===== src/rtl/wbc_pkg.sv =====
package wbc_pkg;
  // Two lines: the replacement state is a single bit naming the older line.
  localparam int LINES = 2;
  localparam int WAY_W = 1;

  typedef enum logic [2:0] {
    S_IDLE, S_LOOK, S_WB, S_FILL, S_APPLY, S_FSCAN, S_FWB, S_FDONE
  } state_t;

  // Invalid lines are taken first, lowest index first; otherwise the older line.
  function automatic logic [WAY_W-1:0] pick_victim(input logic [LINES-1:0] valid,
                                                    input logic [WAY_W-1:0] lru);
    if (!valid[0]) return 1'b0;
    if (!valid[1]) return 1'b1;
    return lru;
  endfunction

  // After a line is used, the other one becomes the replacement candidate.
  function automatic logic [WAY_W-1:0] lru_after(input logic [WAY_W-1:0] used);
    return ~used;
  endfunction
endpackage


===== src/rtl/wbc_meta.sv =====
module wbc_meta
  import wbc_pkg::*;
#(
  parameter int TAG_W = 3
) (
  input  logic                        clk,
  input  logic                        rst_n,
  input  logic                        fill_en,
  input  logic [WAY_W-1:0]            fill_way,
  input  logic [TAG_W-1:0]            fill_tag,
  input  logic                        dirty_en,
  input  logic [WAY_W-1:0]            dirty_way,
  input  logic                        inval_en,
  input  logic [WAY_W-1:0]            inval_way,
  input  logic                        touch_en,
  input  logic [WAY_W-1:0]            touch_way,
  output logic [LINES-1:0]            valid,
  output logic [LINES-1:0]            dirty,
  output logic [LINES-1:0][TAG_W-1:0] tags,
  output logic [WAY_W-1:0]            lru
);
  always_ff @(posedge clk or negedge rst_n) begin
    if (!rst_n) begin
      valid <= '0;
      dirty <= '0;
      tags  <= '0;
    end else begin
      for (int i = 0; i < LINES; i++) begin
        if (inval_en && inval_way == WAY_W'(i)) begin
          valid[i] <= 1'b0;
          dirty[i] <= 1'b0;
        end else if (fill_en && fill_way == WAY_W'(i)) begin
          valid[i] <= 1'b1;
          dirty[i] <= 1'b0;
          tags[i]  <= fill_tag;
        end else if (dirty_en && dirty_way == WAY_W'(i)) begin
          dirty[i] <= 1'b1;
        end
      end
    end
  end

  always_ff @(posedge clk or negedge rst_n) begin
    if (!rst_n)        lru <= '0;
    else if (touch_en) lru <= lru_after(touch_way);
  end
endmodule


===== src/rtl/wbc_data.sv =====
module wbc_data
  import wbc_pkg::*;
#(
  parameter int DATA_W = 8,
  parameter int OFF_W  = 1
) (
  input  logic              clk,
  input  logic              rst_n,
  input  logic              wr_en,
  input  logic [WAY_W-1:0]  wr_way,
  input  logic [OFF_W-1:0]  wr_off,
  input  logic [DATA_W-1:0] wr_data,
  input  logic [WAY_W-1:0]  rd_way,
  input  logic [OFF_W-1:0]  rd_off,
  output logic [DATA_W-1:0] rd_data
);
  localparam int WORDS = 1 << OFF_W;

  logic [DATA_W-1:0] store_q [LINES][WORDS];

  always_ff @(posedge clk or negedge rst_n) begin
    if (!rst_n) begin
      for (int l = 0; l < LINES; l++)
        for (int w = 0; w < WORDS; w++)
          store_q[l][w] <= '0;
    end else if (wr_en) begin
      store_q[wr_way][wr_off] <= wr_data;
    end
  end

  assign rd_data = store_q[rd_way][rd_off];
endmodule


===== src/rtl/wbc_ctrl.sv =====
module wbc_ctrl
  import wbc_pkg::*;
#(
  parameter int TAG_W  = 3,
  parameter int OFF_W  = 1,
  parameter int DATA_W = 8,
  parameter int CNT_W  = 16
) (
  input  logic                        clk,
  input  logic                        rst_n,
  input  logic                        cpu_valid,
  input  logic                        cpu_we,
  input  logic [TAG_W+OFF_W-1:0]      cpu_addr,
  input  logic [DATA_W-1:0]           cpu_wdata,
  output logic                        cpu_ready,
  output logic [DATA_W-1:0]           cpu_rdata,
  output logic                        mem_valid,
  input  logic                        mem_ready,
  output logic                        mem_we,
  output logic [TAG_W+OFF_W-1:0]      mem_addr,
  output logic [DATA_W-1:0]           mem_wdata,
  input  logic [DATA_W-1:0]           mem_rdata,
  input  logic                        flush_req,
  output logic                        flush_done,
  input  logic [LINES-1:0]            valid,
  input  logic [LINES-1:0]            dirty,
  input  logic [LINES-1:0][TAG_W-1:0] tags,
  input  logic [WAY_W-1:0]            lru,
  output logic                        fill_en,
  output logic [TAG_W-1:0]            fill_tag,
  output logic                        dirty_en,
  output logic                        inval_en,
  output logic [WAY_W-1:0]            inval_way,
  output logic                        touch_en,
  output logic [WAY_W-1:0]            way_sel,
  output logic                        dwr_en,
  output logic [OFF_W-1:0]            dwr_off,
  output logic [DATA_W-1:0]           dwr_data,
  output logic [OFF_W-1:0]            drd_off,
  input  logic [DATA_W-1:0]           drd_data,
  output logic                        ev_hit,
  output logic                        ev_miss,
  output logic                        ev_dirty_evict,
  output logic [CNT_W-1:0]            hit_count,
  output logic [CNT_W-1:0]            miss_count,
  output logic [CNT_W-1:0]            evict_count
);
  localparam int ADDR_W = TAG_W + OFF_W;
  localparam int WORDS  = 1 << OFF_W;
  localparam logic [OFF_W-1:0] LAST_BEAT = OFF_W'(WORDS - 1);
  localparam logic [WAY_W-1:0] LAST_WAY  = WAY_W'(LINES - 1);

  state_t              state;
  logic                req_we;
  logic [ADDR_W-1:0]   req_addr;
  logic [DATA_W-1:0]   req_wdata;
  logic [WAY_W-1:0]    way_r;
  logic [OFF_W-1:0]    beat;
  logic [WAY_W-1:0]    fl_idx;

  logic [TAG_W-1:0]    req_tag;
  logic [OFF_W-1:0]    req_off;
  logic [LINES-1:0]    hit_vec;
  logic                hit;
  logic [WAY_W-1:0]    hit_way;
  logic [WAY_W-1:0]    victim;
  logic                victim_dirty;
  logic                scan_dirty;
  logic                xfer;
  logic                last_beat;
  logic                fl_last;
  logic                in_wb;

  assign req_tag = req_addr[ADDR_W-1:OFF_W];
  assign req_off = req_addr[OFF_W-1:0];

  for (genvar i = 0; i < LINES; i++) begin : g_cmp
    assign hit_vec[i] = valid[i] && (tags[i] == req_tag);
  end

  always_comb begin
    hit_way = '0;
    for (int i = 0; i < LINES; i++)
      if (hit_vec[i]) hit_way = WAY_W'(i);
  end

  assign hit          = |hit_vec;
  assign victim       = pick_victim(valid, lru);
  assign victim_dirty = valid[victim] && dirty[victim];
  assign scan_dirty   = valid[fl_idx] && dirty[fl_idx];
  assign in_wb        = (state == S_WB) || (state == S_FWB);
  assign xfer         = mem_valid && mem_ready;
  assign last_beat    = (beat == LAST_BEAT);
  assign fl_last      = (fl_idx == LAST_WAY);

  assign ev_hit         = (state == S_LOOK) && hit;
  assign ev_miss        = (state == S_LOOK) && !hit;
  assign ev_dirty_evict = (ev_miss && victim_dirty) || ((state == S_FSCAN) && scan_dirty);

  // Memory side
  assign mem_valid = in_wb || (state == S_FILL);
  assign mem_we    = in_wb;
  assign mem_addr  = (state == S_FILL) ? {req_tag, beat} : {tags[way_r], beat};
  assign mem_wdata = in_wb ? drd_data : '0;

  // Processor side
  assign cpu_ready  = (state == S_APPLY);
  assign cpu_rdata  = cpu_ready ? drd_data : '0;
  assign flush_done = (state == S_FDONE);

  // Line storage commands
  assign way_sel  = way_r;
  assign drd_off  = (state == S_APPLY) ? req_off : beat;
  assign dwr_en   = ((state == S_FILL) && xfer) || ((state == S_APPLY) && req_we);
  assign dwr_off  = (state == S_FILL) ? beat : req_off;
  assign dwr_data = (state == S_FILL) ? mem_rdata : req_wdata;
  assign fill_en  = (state == S_FILL) && xfer && last_beat;
  assign fill_tag = req_tag;
  assign dirty_en = (state == S_APPLY) && req_we;
  assign touch_en = (state == S_APPLY);

  always_comb begin
    inval_en  = 1'b0;
    inval_way = way_r;
    if (ev_miss && valid[victim] && !dirty[victim]) begin
      inval_en  = 1'b1;
      inval_way = victim;
    end else if (in_wb && xfer && last_beat) begin
      inval_en  = 1'b1;
      inval_way = way_r;
    end else if ((state == S_FSCAN) && !scan_dirty) begin
      inval_en  = 1'b1;
      inval_way = fl_idx;
    end
  end

  always_ff @(posedge clk or negedge rst_n) begin
    if (!rst_n) begin
      state       <= S_IDLE;
      req_we      <= 1'b0;
      req_addr    <= '0;
      req_wdata   <= '0;
      way_r       <= '0;
      beat        <= '0;
      fl_idx      <= '0;
      hit_count   <= '0;
      miss_count  <= '0;
      evict_count <= '0;
    end else begin
      if (ev_hit)         hit_count   <= hit_count + 1'b1;
      if (ev_miss)        miss_count  <= miss_count + 1'b1;
      if (ev_dirty_evict) evict_count <= evict_count + 1'b1;
      case (state)
        S_IDLE: begin
          if (flush_req) begin
            fl_idx <= '0;
            state  <= S_FSCAN;
          end else if (cpu_valid) begin
            req_we    <= cpu_we;
            req_addr  <= cpu_addr;
            req_wdata <= cpu_wdata;
            state     <= S_LOOK;
          end
        end
        S_LOOK: begin
          beat <= '0;
          if (hit) begin
            way_r <= hit_way;
            state <= S_APPLY;
          end else begin
            way_r <= victim;
            state <= victim_dirty ? S_WB : S_FILL;
          end
        end
        S_WB: begin
          if (xfer) begin
            beat <= last_beat ? '0 : beat + 1'b1;
            if (last_beat) state <= S_FILL;
          end
        end
        S_FILL: begin
          if (xfer) begin
            beat <= last_beat ? '0 : beat + 1'b1;
            if (last_beat) state <= S_APPLY;
          end
        end
        S_APPLY: state <= S_IDLE;
        S_FSCAN: begin
          way_r <= fl_idx;
          beat  <= '0;
          if (scan_dirty)   state  <= S_FWB;
          else if (fl_last) state  <= S_FDONE;
          else              fl_idx <= fl_idx + 1'b1;
        end
        S_FWB: begin
          if (xfer) begin
            beat <= last_beat ? '0 : beat + 1'b1;
            if (last_beat) begin
              if (fl_last) state <= S_FDONE;
              else begin
                fl_idx <= fl_idx + 1'b1;
                state  <= S_FSCAN;
              end
            end
          end
        end
        S_FDONE: state <= S_IDLE;
        default: state <= S_IDLE;
      endcase
    end
  end
endmodule


===== src/rtl/wb_cache.sv =====
module wb_cache
  import wbc_pkg::*;
#(
  parameter int TAG_W  = 3,
  parameter int OFF_W  = 1,
  parameter int DATA_W = 8,
  parameter int CNT_W  = 16
) (
  input  logic                   clk,
  input  logic                   rst_n,
  input  logic                   cpu_valid,
  output logic                   cpu_ready,
  input  logic                   cpu_we,
  input  logic [TAG_W+OFF_W-1:0] cpu_addr,
  input  logic [DATA_W-1:0]      cpu_wdata,
  output logic [DATA_W-1:0]      cpu_rdata,
  output logic                   mem_valid,
  input  logic                   mem_ready,
  output logic                   mem_we,
  output logic [TAG_W+OFF_W-1:0] mem_addr,
  output logic [DATA_W-1:0]      mem_wdata,
  input  logic [DATA_W-1:0]      mem_rdata,
  input  logic                   flush_req,
  output logic                   flush_done,
  output logic [CNT_W-1:0]       hit_count,
  output logic [CNT_W-1:0]       miss_count,
  output logic [CNT_W-1:0]       evict_count
);
  // Named internal events, also observed by the bound checker.
  logic                        ev_hit;
  logic                        ev_miss;
  logic                        ev_dirty_evict;
  logic [LINES-1:0]            line_valid;
  logic [LINES-1:0]            line_dirty;
  logic [LINES-1:0][TAG_W-1:0] line_tags;
  logic [WAY_W-1:0]            lru;

  logic                        fill_en, dirty_en, inval_en, touch_en, dwr_en;
  logic [TAG_W-1:0]            fill_tag;
  logic [WAY_W-1:0]            inval_way, way_sel;
  logic [OFF_W-1:0]            dwr_off, drd_off;
  logic [DATA_W-1:0]           dwr_data, drd_data;

  wbc_meta #(.TAG_W(TAG_W)) u_meta (
    .clk(clk), .rst_n(rst_n),
    .fill_en(fill_en), .fill_way(way_sel), .fill_tag(fill_tag),
    .dirty_en(dirty_en), .dirty_way(way_sel),
    .inval_en(inval_en), .inval_way(inval_way),
    .touch_en(touch_en), .touch_way(way_sel),
    .valid(line_valid), .dirty(line_dirty), .tags(line_tags), .lru(lru)
  );

  wbc_data #(.DATA_W(DATA_W), .OFF_W(OFF_W)) u_data (
    .clk(clk), .rst_n(rst_n),
    .wr_en(dwr_en), .wr_way(way_sel), .wr_off(dwr_off), .wr_data(dwr_data),
    .rd_way(way_sel), .rd_off(drd_off), .rd_data(drd_data)
  );

  wbc_ctrl #(.TAG_W(TAG_W), .OFF_W(OFF_W), .DATA_W(DATA_W), .CNT_W(CNT_W)) u_ctrl (
    .clk(clk), .rst_n(rst_n),
    .cpu_valid(cpu_valid), .cpu_we(cpu_we), .cpu_addr(cpu_addr), .cpu_wdata(cpu_wdata),
    .cpu_ready(cpu_ready), .cpu_rdata(cpu_rdata),
    .mem_valid(mem_valid), .mem_ready(mem_ready), .mem_we(mem_we), .mem_addr(mem_addr),
    .mem_wdata(mem_wdata), .mem_rdata(mem_rdata),
    .flush_req(flush_req), .flush_done(flush_done),
    .valid(line_valid), .dirty(line_dirty), .tags(line_tags), .lru(lru),
    .fill_en(fill_en), .fill_tag(fill_tag), .dirty_en(dirty_en),
    .inval_en(inval_en), .inval_way(inval_way), .touch_en(touch_en), .way_sel(way_sel),
    .dwr_en(dwr_en), .dwr_off(dwr_off), .dwr_data(dwr_data),
    .drd_off(drd_off), .drd_data(drd_data),
    .ev_hit(ev_hit), .ev_miss(ev_miss), .ev_dirty_evict(ev_dirty_evict),
    .hit_count(hit_count), .miss_count(miss_count), .evict_count(evict_count)
  );
endmodule


===== config.mk =====
export PLATFORM = sky130hd
export DESIGN_NAME = wb_cache
export DESIGN_NICKNAME = d
export VERILOG_FILES = /design/src/rtl/wbc_pkg.sv /design/src/rtl/wbc_meta.sv /design/src/rtl/wbc_data.sv /design/src/rtl/wbc_ctrl.sv /design/src/rtl/wb_cache.sv
export SDC_FILE = /design/constraint.sdc
export NUM_CORES = 1
export LEC_CHECK = 0
export CORE_MARGIN = 3
export CORE_UTILIZATION = 30
export DETAILED_ROUTE_END_ITERATION = 8
export GPL_TIMING_DRIVEN = 0
export HOLD_SLACK_MARGIN = 0.05
export SETUP_SLACK_MARGIN = 0.1
export SYNTH_ARGS = -nofsm -noshare
export SYNTH_HDL_FRONTEND = slang
export SYNTH_SLANG_ARGS = --single-unit

===== constraint.sdc =====
create_clock -name clk -period 5.7 [get_ports clk]
set_input_delay 1.14 -clock clk [delete_from_list [all_inputs] [get_ports clk]]
set_output_delay 1.14 -clock clk [all_outputs]
set_load 0.05 [all_outputs]

==> metrics.txt, run 1 <==
WHS Path Cells 1; Crit Path Category flop to output port; Hold Violations, Final 0; cell leakage power 3.03 nW; outcome completed; cells after synthesis 450; synth unique cells 55; clk_skew 0.00794 ns; root buffer cell clkbuf_16; CP max stage cell mux2i_1; CTS tree built; Power Internal about 1.9 mW; Worst Hold Class flop to flop; core area 0.0177 mm^2; initial antenna violation count 0; CP Cell Sequence nor3b_2 -> mux2i_1 -> mux4_2 -> and2_1 -> clkdlybuf4s50_1; insertion delay to the later sink of the worst-skew pair about 0.36 ns; RSZ-0062 raised after global routing false; drt wl/cell 16.0 um; top cells by area, synth dfrtp_1 (50%), mux2_2 (12%), xnor2_1 (4.4%); slew margin rel. 0.242; Synth area leader dfrtp_1; Synth Register Bits 110; Post-synth EDFFs 0; Layout area overhead 28.1%; n_diodes 0; share of cells above drive strength 1 0.222; Largest stage delay, worst path 0.96 ns; Post-synth ARST share 1.00; PwrDens 451 mW/mm^2; Slew Viols, Final 0; GP Congestion around 0.80; die area between 0.02 and 0.025 mm^2; top_reg_cell synth dfrtp_1; Sink Count 110; DR pass1 iterations 4; All-Layer GR Usage 0.131; CTS Hold Buffers Added 0; Fmax 0.215 GHz; syn nets between 400 and 500; IO Port Bufs 97; sequential share of power 0.363; vias in the first global route 4070; H-tree levels 3; max-cap check violation count 0; vias per cell 4.89; worst vdd ir 0.330 mV; Period minus WS final around 4.7 ns; largest net degree at the start of global routing 66; most frequent cells in the layout dfrtp_1 (110), clkdlybuf4s50_1 (96), mux2_2 (61), xnor2_1 (28), nand2_1 (24); Mean Syn Cell Area around 12 um^2; Synth top area share 0.499; Slew @ Worst Pin around 1.1 ns; Routed Antenna Nets 0; sw frac 0.403; hold_sp u_ctrl.evict_count[15]; r2r worst-path depth 7; Clock transition at path regs 0.07 ns; P_sw 1.28 mW; CP Buf/Inv Count 1; Total Wirelength 12600 um; Critical Path End Type output port; Reg2Reg Setup Slack ~3.6 ns; Overall Power approximately 3.2 mW; Yosys warnings 0; global-route wire length before repair 20900 um; vias 3857; Logic pwr share 0.449; cell family with most CP delay multiplexers; Net count, final approximately 590; clock power share 0.188; utilization after layout 0.400; Die X 142 um; critical path required time between 4 and 5 ns; reg-to-reg startpoint u_ctrl.state[2]; WHS Endpoint u_ctrl.evict_count[15]; Area after DPL between 0.006 and 0.007 mm^2; Tcrit/Tclk final 0.816; Initial DRC Count 201; Worst setup SP type flop; Die Y 142 um; DPL Wire Length 9390 um; critical path data arrival time 3.51 ns; worst-path maximum fanout 8; Final setup viols 0; hold_ws 0.467 ns; Ports 98; post-synthesis sequential area ratio 0.499; DP Worst Slack 1.36 ns; post-synthesis cell area between 0.005 and 0.006 mm^2; Starting Density 0.313; CTS max path bufs 2; most common cell after layout, fill and taps aside dfrtp_1; reg-to-reg critical path endpoint u_data.store_q[23]; post-CTS setup buffer count 0; grt ovf 0; row cnt 48; design area 0.00707 mm^2; setup ws final 1.05 ns; DRC 0; Num CTS Buffers 9; # resized after CTS 0
routing by layer:
layer  up-vias  part of all wire  global-route usage
li1       1831                 -                   -
met1      1948              0.45               0.168
met2        65              0.50               0.220
met3        13             0.029              0.0199
met4         0             0.019              0.0556
met5         -                 0                   0
worst max path at each step:
stage	start	endpoint	slack [ns]	cells past startpoint
global route	u_ctrl.state[0]	mem_wdata[4]	0.85	5
floorplan	u_ctrl.state[0]	cpu_rdata[0]	2.56	4
CTS	u_ctrl.state[0]	mem_wdata[4]	0.96	5
finish	u_ctrl.state[0]	mem_wdata[4]	1.05	5
detailed placement	u_ctrl.state[0]	mem_wdata[4]	1.36	5
global placement	rst_n	u_ctrl.evict_count[10]	-0.71	1
sequential cells by signal, indices dropped and copies added (netlist names):
| name | count |
|---|---|
| u_ctrl.beat | 1 |
| u_ctrl.evict_count | 16 |
| u_ctrl.fl_idx | 1 |
| u_ctrl.hit_count | 16 |
| u_ctrl.miss_count | 16 |
| u_ctrl.req_addr | 4 |
| u_ctrl.req_wdata | 8 |
| u_ctrl.req_we | 1 |
| u_ctrl.state | 3 |
| u_ctrl.way_sel | 1 |
| u_data.store_q | 32 |
| u_meta.dirty | 2 |
| u_meta.lru | 1 |
| u_meta.tags | 6 |
| u_meta.valid | 2 |
cell usage after synthesis, types with 9 or more instances:
master,number
xnor2_1,28
inv_1,11
nand4_1,10
mux2_2,61
dfrtp_1,110
and3_1,9
nand2_1,24
xor2_1,23
nor2_1,15
buf_2,11
nor3_1,10
a21oi_1,10
and2_1,19
nand3_1,16
cell type report:
| type | instances | area, um^2 |
|---|---|---|
| fillers | 1705 | 10600 |
| flip-flops and latches | 110 | 2750 |
| multi-input cells | 313 | 2640 |
| repair buffers | 98 | 996 |
| well taps | 225 | 282 |
| clock buffers | 9 | 225 |
| plain buffers | 15 | 85.1 |
| clock inverters | 6 | 46.3 |
| inverters | 12 | 45.0 |
power groups by stage:
stage / Combinational, mW / Sequential [mW] / Clock [mW]
CTS: 1.45 / 1.16 / 0.626
detailed placement: 1.45 / 1.17 / 0
floorplan: 0.989 / 1.19 / 0
finish: 1.43 / 1.15 / 0.599
global route: 1.54 / 1.19 / 0.654
global placement: 1.42 / 1.15 / 0
stage by stage:
| stage | setup TNS, ns | instances |
|---|---|---|
| floorplan | 0 | 450 |
| global placement | -76.89 | 772 |
| detailed placement | 0 | 773 |
| CTS | 0 | 788 |
| global route | 0 | 788 |
| finish | 0 | 788 |
cell families after synthesis:
kind of cell	Yosys count	synth area share
adder cells (fa/ha/maj)	3	0.00680
flip-flops	110	0.499
buffers and inverters	27	0.0236
AO/OA/AOI/OAI	48	0.0760
multiplexers	76	0.170
AND/OR/NAND/NOR	135	0.144
XOR/XNOR	51	0.0810
(Power assumes the default switching activity.)
==> run 2, diff against run 1 <==
- clock period: 5.7 -> 4.8 ns (I/O delays scaled with it)
==> results of run 2 <==
Same layout as run 1 (identical final DEF). Status: completed.
Among the figures that moved: setup slack after placement 1.36 ns -> 0.636 ns; setup slack after layout 1.05 ns -> 0.329 ns; register-to-register setup slack 3.56 ns -> 2.66 ns; total power 3.18 mW -> 3.78 mW; worst IR drop on VDD 0.330 mV -> 0.392 mV
==> run 3, diff against run 2 <==
- SETUP_SLACK_MARGIN: 0.1 -> default
==> results of run 3 <==
Same layout as run 1 (identical final DEF). Status: completed.
Among the figures that moved: setup slack after placement 1.36 ns -> 0.636 ns; setup slack after layout 1.05 ns -> 0.329 ns; register-to-register setup slack 3.56 ns -> 2.66 ns; total power 3.18 mW -> 3.78 mW; worst IR drop on VDD 0.330 mV -> 0.392 mV
